===== src/rtl/bus_cmd_pkg.sv =====
package bus_cmd_pkg;
  localparam int STAT_W  = 3;
  localparam int NUM_CMD = 5;

  // strobe index order, also used by the bench's port mapping
  localparam int CMD_INTA = 4;
  localparam int CMD_IOR  = 3;
  localparam int CMD_IOW  = 2;
  localparam int CMD_MRD  = 1;
  localparam int CMD_MWR  = 0;

  localparam logic [NUM_CMD-1:0] WR_CMDS = NUM_CMD'((1 << CMD_IOW) | (1 << CMD_MWR));

  typedef enum logic [STAT_W-1:0] {
    ST_INTA    = 3'b000,
    ST_IORD    = 3'b001,
    ST_IOWR    = 3'b010,
    ST_HALT    = 3'b011,
    ST_FETCH   = 3'b100,
    ST_MEMRD   = 3'b101,
    ST_MEMWR   = 3'b110,
    ST_PASSIVE = 3'b111
  } stat_e;

  typedef enum logic [2:0] {
    PH_IDLE, PH_T1, PH_T2, PH_T3, PH_TW, PH_T4, PH_END
  } phase_e;

  function automatic logic [NUM_CMD-1:0] cmd_sel(input logic [STAT_W-1:0] code);
    logic [NUM_CMD-1:0] s;
    s = '0;
    unique case (code)
      ST_INTA:            s[CMD_INTA] = 1'b1;
      ST_IORD:            s[CMD_IOR]  = 1'b1;
      ST_IOWR:            s[CMD_IOW]  = 1'b1;
      ST_FETCH, ST_MEMRD: s[CMD_MRD]  = 1'b1;
      ST_MEMWR:           s[CMD_MWR]  = 1'b1;
      default:            s = '0;
    endcase
    return s;
  endfunction
endpackage


===== src/rtl/bus_status_sampler.sv =====
module bus_status_sampler
  import bus_cmd_pkg::*;
(
  input  logic              clk_i,
  input  logic              rst_ni,
  input  logic [STAT_W-1:0] status_i,
  input  logic              load_i,
  output logic              armed_o,
  output logic [STAT_W-1:0] code_o
);
  logic              armed_q;
  logic [STAT_W-1:0] code_q;

  // armed only after passive was seen, so reset with a live code never starts
  always_ff @(posedge clk_i or negedge rst_ni) begin
    if (!rst_ni) begin
      armed_q <= 1'b0;
      code_q  <= ST_PASSIVE;
    end else begin
      armed_q <= (status_i == ST_PASSIVE);
      if (load_i) code_q <= status_i;
    end
  end

  assign armed_o = armed_q;
  assign code_o  = code_q;
endmodule


===== src/rtl/bus_cycle_fsm.sv =====
module bus_cycle_fsm
  import bus_cmd_pkg::*;
(
  input  logic              clk_i,
  input  logic              rst_ni,
  input  logic [STAT_W-1:0] status_i,
  input  logic              ready_i,
  input  logic              armed_i,
  output logic              start_o,
  output phase_e            phase_o
);
  phase_e phase_q, phase_d;
  logic   passive;

  assign passive = (status_i == ST_PASSIVE);
  assign start_o = (phase_q == PH_IDLE) && armed_i && !passive;

  always_comb begin
    phase_d = phase_q;
    unique case (phase_q)
      PH_IDLE: if (start_o) phase_d = PH_T1;
      PH_T1:   phase_d = PH_T2;
      PH_T2:   phase_d = PH_T3;
      PH_T3:   phase_d = ready_i ? PH_T4 : PH_TW;
      PH_TW:   phase_d = ready_i ? PH_T4 : PH_TW;
      PH_T4:   phase_d = passive ? PH_IDLE : PH_END;
      PH_END:  phase_d = passive ? PH_IDLE : PH_END;
      default: phase_d = PH_IDLE;
    endcase
  end

  always_ff @(posedge clk_i or negedge rst_ni) begin
    if (!rst_ni) phase_q <= PH_IDLE;
    else         phase_q <= phase_d;
  end

  assign phase_o = phase_q;


  no_start_unarmed_chk: assert property (@(posedge clk_i) disable iff (!rst_ni)
    (phase_q == PH_IDLE && !armed_i) |=> (phase_q == PH_IDLE));

  wait_insert_chk: assert property (@(posedge clk_i) disable iff (!rst_ni)
    ((phase_q == PH_T3 || phase_q == PH_TW) && !ready_i) |=> (phase_q == PH_TW));

  wait_release_chk: assert property (@(posedge clk_i) disable iff (!rst_ni)
    ((phase_q == PH_T3 || phase_q == PH_TW) && ready_i) |=> (phase_q == PH_T4));
endmodule


===== src/rtl/bus_cmd_decode.sv =====
module bus_cmd_decode
  import bus_cmd_pkg::*;
(
  input  logic               clk_i,
  input  logic               rst_ni,
  input  phase_e             phase_i,
  input  logic [STAT_W-1:0]  code_i,
  output logic [NUM_CMD-1:0] strobe_no,
  output logic               ale_o,
  output logic               den_o,
  output logic               dt_tx_o
);
  logic [NUM_CMD-1:0] sel;
  logic               busy, early, late, is_halt, is_rx;

  assign sel     = cmd_sel(code_i);
  assign is_halt = (code_i == ST_HALT);
  assign is_rx   = |(sel & ~WR_CMDS);
  assign busy    = (phase_i != PH_IDLE) && (phase_i != PH_END);
  assign late    = (phase_i == PH_T3) || (phase_i == PH_TW) || (phase_i == PH_T4);
  assign early   = late || (phase_i == PH_T2);

  for (genvar i = 0; i < NUM_CMD; i++) begin : g_strobe
    if (WR_CMDS[i]) begin : g_wr
      assign strobe_no[i] = !(sel[i] && late);
    end else begin : g_rd
      assign strobe_no[i] = !(sel[i] && early);
    end
  end

  assign ale_o   = (phase_i == PH_T1) && !is_halt && (code_i != ST_PASSIVE);
  assign den_o   = early && !is_halt;
  assign dt_tx_o = !(busy && is_rx);


  one_strobe_chk: assert property (@(posedge clk_i) disable iff (!rst_ni)
    $onehot0(~strobe_no));

  ale_single_chk: assert property (@(posedge clk_i) disable iff (!rst_ni)
    ale_o |=> !ale_o);

  wr_late_chk: assert property (@(posedge clk_i) disable iff (!rst_ni)
    (!strobe_no[CMD_IOW] || !strobe_no[CMD_MWR]) |-> $past(phase_i) != PH_T1);

  halt_quiet_chk: assert property (@(posedge clk_i) disable iff (!rst_ni)
    (phase_i != PH_IDLE && code_i == ST_HALT) |-> (&strobe_no && !ale_o && !den_o));
endmodule


===== src/rtl/bus_cmd_gen.sv =====
module bus_cmd_gen
  import bus_cmd_pkg::*;
(
  input  logic              clk_i,
  input  logic              rst_ni,
  input  logic [STAT_W-1:0] status_i,
  input  logic              ready_i,
  output logic              ale_o,
  output logic              den_o,
  output logic              dt_tx_o,
  output logic              inta_no,
  output logic              ior_no,
  output logic              iow_no,
  output logic              mrd_no,
  output logic              mwr_no
);
  logic               armed, start;
  logic [STAT_W-1:0]  code;
  phase_e             phase;
  logic [NUM_CMD-1:0] strobe_n;

  bus_status_sampler u_sampler (
    .clk_i, .rst_ni, .status_i,
    .load_i (start),
    .armed_o(armed),
    .code_o (code)
  );

  bus_cycle_fsm u_fsm (
    .clk_i, .rst_ni, .status_i, .ready_i,
    .armed_i(armed),
    .start_o(start),
    .phase_o(phase)
  );

  bus_cmd_decode u_decode (
    .clk_i, .rst_ni,
    .phase_i  (phase),
    .code_i   (code),
    .strobe_no(strobe_n),
    .ale_o, .den_o, .dt_tx_o
  );

  assign inta_no = strobe_n[CMD_INTA];
  assign ior_no  = strobe_n[CMD_IOR];
  assign iow_no  = strobe_n[CMD_IOW];
  assign mrd_no  = strobe_n[CMD_MRD];
  assign mwr_no  = strobe_n[CMD_MWR];


  dir_hold_chk: assert property (@(posedge clk_i) disable iff (!rst_ni)
    (phase != PH_IDLE && phase != PH_END && phase != PH_T1) |-> $stable(dt_tx_o));

  end_quiet_chk: assert property (@(posedge clk_i) disable iff (!rst_ni)
    (phase == PH_END) |-> (&strobe_n && !den_o && dt_tx_o));
endmodule


===== config.mk =====
export PLATFORM = sky130hd
export DESIGN_NAME = bus_cmd_gen
export DESIGN_NICKNAME = d
export VERILOG_FILES = /design/src/rtl/bus_cmd_pkg.sv /design/src/rtl/bus_status_sampler.sv /design/src/rtl/bus_cycle_fsm.sv /design/src/rtl/bus_cmd_decode.sv /design/src/rtl/bus_cmd_gen.sv
export SDC_FILE = /design/constraint.sdc
export NUM_CORES = 1
export LEC_CHECK = 0
export CORE_AREA = 2 2 39 41
export CTS_BUF_LIST = sky130_fd_sc_hd__clkbuf_4 sky130_fd_sc_hd__clkbuf_8
export CTS_CLUSTER_SIZE = 12
export DETAILED_ROUTE_END_ITERATION = 8
export DIE_AREA = 0 0 41 43
export PLACE_DENSITY = 0.55
export SLEW_MARGIN = 15
export SYNTH_ARGS = -nofsm -noshare
export SYNTH_HDL_FRONTEND = slang
export SYNTH_SLANG_ARGS = --single-unit

===== constraint.sdc =====
create_clock -name clk_i -period 4 [get_ports clk_i]
set_input_delay 0.8 -clock clk_i [delete_from_list [all_inputs] [get_ports clk_i]]
set_output_delay 0.8 -clock clk_i [all_outputs]
set_load 0.005 [all_outputs]

==> flow_summary.yaml, run 1 <==
min_path:
  hp-start: "u_sampler.code_o[2]"
  min_path_type: "flop to flop"
  whs_endpoint: "u_sampler.code_o[2]"
  min_path_cells: 1
timing:
  clock_skew_ns: 0.00311
  finalCritPeriodShare_pct: 69.1
  whs_ns: 0.562
  fmax_mhz: 362
  finalSetupViolations: 0
  finalHoldViolCount: 0
  slew_viol_final: 0
  slew-limit-headroom_pct: 73.0
  fin_setup_tns_ns: 0
  layout_min_cycle_time_ns: 2.76
  worstMarginPinSlew_ns: 0.395
  rsz0062_at_grt: "false"
clock_tree:
  cts.clk_slew.worst_paths_ns: 0.05
  cts-hold-fix-buffers: 0
  cts_made_buffers: 3
  htreeDepth: 1
  cts-root-buf: "clkbuf_4"
  cts_tree: "built"
  post_cts_resized: 0
  clock_latency_ns: 0.26
  post_cts_buffers: 0
  clock-sinks: 7
  clock_path_buffers: 2
global_routing:
  grt_max_degree: 9
  met2_usage_pct: 18.8
  grt_antenna_before_repair: 0
  gr-usage-met1_pct: 13.5
  grt_pass1_wl_mm: 1.41
  grt_overflow_total: 0
  grt_pass1_vias: 334
  busiest_layer: "met2"
  gr-usage-met3_pct: 7.85
  grt_usage_pct: 12.9
detailed_routing:
  vias: 337
  wl_um: 868
  firstDrtPassIters: 4
  via_per_inst: 4.88
  drtAntennaViolNets: 0
  wl_per_cell_um: 12.6
  drc_errors: 0
  drtIter0Drc: 7
placement:
  placedCellCount: 65
  dp_hpwl_um: 645
  finalWeightedCongestion: 0.825
  placed_cell_area_um2: 544
  numPortBuffers: 13
floorplanning:
  die_h_um: 43
  ios: 14
  design.die.area_mm2: 0.00176
  die_x_um: 41
  start_util_pct: 29.6
  rows: 14
  coreArea_mm2: 0.00138
synthesis:
  synth_edf_count: 0
  synth_seq_cells: 7
  yosys_warnings: 0
  syn_nets: 44
  ys_async_sr_fraction_pct: 100
  synthCells: 38
  avgSynthCellArea_um2: 10.8
  yosysSeqAreaShare_pct: 43.7
  synth.cell_area_um2: 409
  synth_cell_types: 25
  ys.flop_type: "dfrtp_1"
critical_path:
  critPathBufInv: 1
  critPathArrivalTime_ns: 1.96
  crit_path_top_delay_cell: "dfrtp_1"
  crit_family: "simple AND/OR/NAND/NOR gates"
  critical_path.cell_chain: "and3b_2, o21ai_0, or3b_2, clkdlybuf4s50_1"
  reg2reg_depth: 3
  r2r-start: "u_fsm.phase_o[1]"
  slowest_delay_ns: 0.45
  r2r-end: "u_sampler.code_o[0]"
  required_ns: 3.20
  cp-end-kind: "primary output"
  r2r_slack_ns: 2.57
  start_kind: "flop"
  critPathMaxFanout: 7
  crit_type: "flop to primary output"
final_layout:
  instances_no_fill: 69
  nets: 60
  diodes: 0
  area_growth_pct: 40.4
  final_util_pct: 41.5
  drive_above_1_share_pct: 30.2
  stdcell_area_um2: 574
power_and_ir_drop:
  power.density_mw_per_mm2: 772
  ir_drop_v: 0.000199
  p_leak_nw: 0.234
run_status:
  status: "complete, no violations"
job:
  max-cap-violations: 0
==> worst max-delay path by stage <==
stage	startpoint	to	slack [ns]	cells past startpoint
after CTS	u_fsm.phase_o[2]	mwr_no	1.23	4
after global routing	u_fsm.phase_o[2]	mwr_no	1.14	4
final	u_fsm.phase_o[2]	mwr_no	1.24	4
after detailed placement	u_fsm.phase_o[2]	mwr_no	1.52	4
after floorplan	u_fsm.phase_o[1]	mwr_no	1.99	4
after global placement	u_fsm.phase_o[2]	mwr_no	1.53	4
==> area by class of cell <==
class                           instances  area (um2)
Clock buffer                            4        30.0
Fill cell                             149         810
Inverter                                2        7.51
Multi-Input combinational cell         27         208
Sequential cell                         7         179
Tap cell                               16        20.0
Timing Repair Buffer                   13         130
==> state kept, by name (all words and copies together) (netlist names) <==
signal             cells
u_sampler.armed_o      1
u_fsm.phase_o          3
u_sampler.code_o       3
==> cells by family (layout without fill, tap and decap cells) <==
| logic type | Yosys count | count (layout) | synth area share [%] |
|---|---|---|---|
| AND/OR/NAND/NOR | 13 | 13 | 22.0 |
| AO/OA/AOI/OAI | 11 | 11 | 22.0 |
| flip-flops | 7 | 7 | 43.7 |
| buffers and inverters | 4 | 19 | 5.50 |
| XOR/XNOR | 2 | 2 | 4.28 |
| adder cells (fa/ha/maj) | 1 | 1 | 2.45 |
==> cells in the mapped netlist, drive strengths merged (2+ instances only) <==
cell,instances,area (um2)
a21oi,2,10.0
dfrtp,4,100
dfstp,3,78.8
inv,2,7.51
nand2,3,11.3
nor2,3,18.8
o22a,3,30.0
xnor2,2,17.5
==> metrics by stage <==
step           worst slack (ns)  power, mW
2_1_floorplan              1.99      0.282
3_3_place_gp               1.53      0.372
3_5_place_dp               1.52      0.371
4_1_cts                    1.23      0.448
5_1_grt                    1.14      0.485
6_report                   1.24      0.444
==> where the power goes <==
part           leakage (nW)  internal, mW  switching, mW
sequential           0.0818         0.114         0.0506
clock                0.0184        0.0450         0.0279
combinational         0.134         0.133         0.0728
total                 0.234         0.292          0.151
==> placed cells by master (no fill, tap or decap), types with 2 or more instances in the layout <==
master           instances
o22a_2                   3
nand2_1                  3
a21oi_1                  2
clkbuf_4                 4
nor2_1                   2
dfstp_2                  3
clkdlybuf4s50_1         13
dfrtp_1                  4
xnor2_1                  2
inv_1                    2
==> per-layer routing <==
layer	share of wire [%]	vias to the layer above
met5	0	-
met4	0.92	0
met3	6.7	2
met2	49	15
met1	44	153
li1	-	167
No activity file was read; power rests on OpenSTA's default activity.
==> run 2: changes to the inputs <==
- clock period: 4 -> 2.8 ns (I/O delays scaled with it)
==> flow_summary.yaml, run 2 (synthesis gave the netlist of run 1 again) <==
final_layout:
  regArea_um2: 179
  layout_common_cells: "clkdlybuf4s50_1, clkbuf_4, dfrtp_1"
  fill_cells: 153
  diodes: 0
  nets: 60
  instances_no_fill: 69
  stdcell_area_um2: 574
  final_util_pct: 41.5
  final_common_cell: "clkdlybuf4s50_1"
  multi_input_area_um2: 208
  drive_above_1_share_pct: 30.2
  area_growth_pct: 40.4
floorplanning:
  rows: 14
  coreArea_mm2: 0.00138
  ios: 14
  die_h_um: 43
  start_util_pct: 29.6
  design.die.area_mm2: 0.00176
  die_x_um: 41
min_path:
  hp-start: "u_sampler.code_o[2]"
  min_path_type: "flop to flop"
  whs_endpoint: "u_sampler.code_o[2]"
  min_path_cells: 1
clock_tree:
  htreeDepth: 1
  cts_made_buffers: 3
  post_cts_resized: 0
  cts-root-buf: "clkbuf_4"
  cts_tree: "built"
  cts-hold-fix-buffers: 0
  clock_latency_ns: 0.25
  cts.clk_slew.worst_paths_ns: 0.05
  post_cts_buffers: 0
  clock-sinks: 7
  clock_path_buffers: 2
run_status:
  status: "complete, no violations"
power_and_ir_drop:
  power.density_mw_per_mm2: 1100
  seq_power_share_pct: 37.1
  switchingPower_mw: 0.214
  pwr-share-clk_pct: 16.0
  p_int_mw: 0.418
  swShare_pct: 33.9
  p_leak_nw: 0.234
  ir_drop_v: 0.000281
  comb_power_share_pct: 47.0
critical_path:
  reg2reg_depth: 3
  critPathMaxFanout: 7
  critPathArrivalTime_ns: 1.96
  r2r_slack_ns: 1.38
  critical_path.cell_chain: "and3b_2, o21ai_0, or3b_2, clkdlybuf4s50_1"
  required_ns: 2.24
  crit_type: "flop to primary output"
  start_kind: "flop"
  critPathBufInv: 1
  crit_family: "simple AND/OR/NAND/NOR gates"
  slowest_delay_ns: 0.45
  cp-end-kind: "primary output"
  crit_path_top_delay_cell: "dfrtp_1"
  r2r-end: "u_sampler.code_o[0]"
  r2r-start: "u_fsm.phase_o[1]"
placement:
  dp_hpwl_um: 651
  numPortBuffers: 13
  finalWeightedCongestion: 0.825
  placedCellCount: 65
  placed_cell_area_um2: 544
detailed_routing:
  met3_length_um: 55
  vias: 334
  top_layer: "met3"
  wl_met2_um: 459
  met1Wirelength_um: 375
  wl_per_cell_um: 12.9
  via_per_inst: 4.84
  drtIter0Drc: 0
  drtAntennaViolNets: 0
  wl_um: 889
  drc_errors: 0
  firstDrtPassIters: 1
timing:
  layout_min_cycle_time_ns: 2.52
  slew-limit-headroom_pct: 73.6
  fmax_mhz: 397
  rsz0062_at_grt: "false"
  finalSetupViolations: 0
  clock_skew_ns: 0.00219
  whs_ns: 0.561
  finalCritPeriodShare_pct: 90.0
  fin_setup_tns_ns: 0
  slew_viol_final: 0
  worstMarginPinSlew_ns: 0.386
  finalHoldViolCount: 0
job:
  max-cap-violations: 0
global_routing:
  grt_pass1_wl_mm: 1.39
  grt_pass1_vias: 346
  grt_usage_pct: 12.3
  grt_antenna_before_repair: 0
  grt_overflow_total: 0
  grt_max_degree: 9
==> run 2: cell counts in the layout (fill, tap and decap cells not counted) <==
Identical to the previous run, type by type.
==> run 2: routing by layer <==
| metal | up-vias | GRT usage [%] |
|---|---|---|
| met2 | 9 | 18.4 |
| met4 | 0 | 8.00 |
| met1 | 157 | 13.7 |
| li1 | 168 | - |
| met3 | 0 | 4.71 |
| met5 | - | 0 |
==> run 2: final cells by class <==
type	count	share of cell area [%]
Tap cell	16	3.49
Clock buffer	4	5.23
Sequential cell	7	31.2
Timing Repair Buffer	13	22.7
Multi-Input combinational cell	27	36.2
Inverter	2	1.31
==> run 2: how the worst max path moves through the flow <==
stage,from,to,slack (ns),depth (start not counted)
6_report,u_fsm.phase_o[2],mwr_no,0.28,4
5_1_grt,u_fsm.phase_o[2],mwr_no,0.18,4
4_1_cts,u_fsm.phase_o[2],mwr_no,0.28,4
3_5_place_dp,u_fsm.phase_o[1],mwr_no,0.56,4
3_3_place_gp,u_fsm.phase_o[2],mwr_no,0.57,4
2_1_floorplan,u_fsm.phase_o[1],mwr_no,1.03,4
==> run 2: worst register-to-register path, delay by kind of cell, from the launching register on <==
kind               cells  cell delay (ns)
DFF                    1             0.46
and+or+nand+nor        2             0.75
AOI/OAI and AO/OA      1             0.16
==> run 2: power by group through the flow <==
| stage | combinational (mW) | sequential, mW | clock, mW |
|---|---|---|---|
| after floorplan | 0.200 | 0.203 | 0 |
| after global placement | 0.297 | 0.234 | 0 |
| after detailed placement | 0.296 | 0.236 | 0 |
| after CTS | 0.302 | 0.234 | 0.107 |
| after global routing | 0.330 | 0.246 | 0.114 |
| final | 0.297 | 0.234 | 0.101 |
==> run 2: stage by stage <==
step / total power [mW] / worst slack (ns)
6_report: 0.632 / 0.280
5_1_grt: 0.689 / 0.183
4_1_cts: 0.644 / 0.275
3_5_place_dp: 0.532 / 0.559
3_3_place_gp: 0.531 / 0.574
2_1_floorplan: 0.403 / 1.03
==> run 3: changes to the inputs <==
- GPL_ROUTABILITY_DRIVEN: not set -> 0
==> results of run 3 <==
Final layout, timing and power as in run 2 (identical DEF).
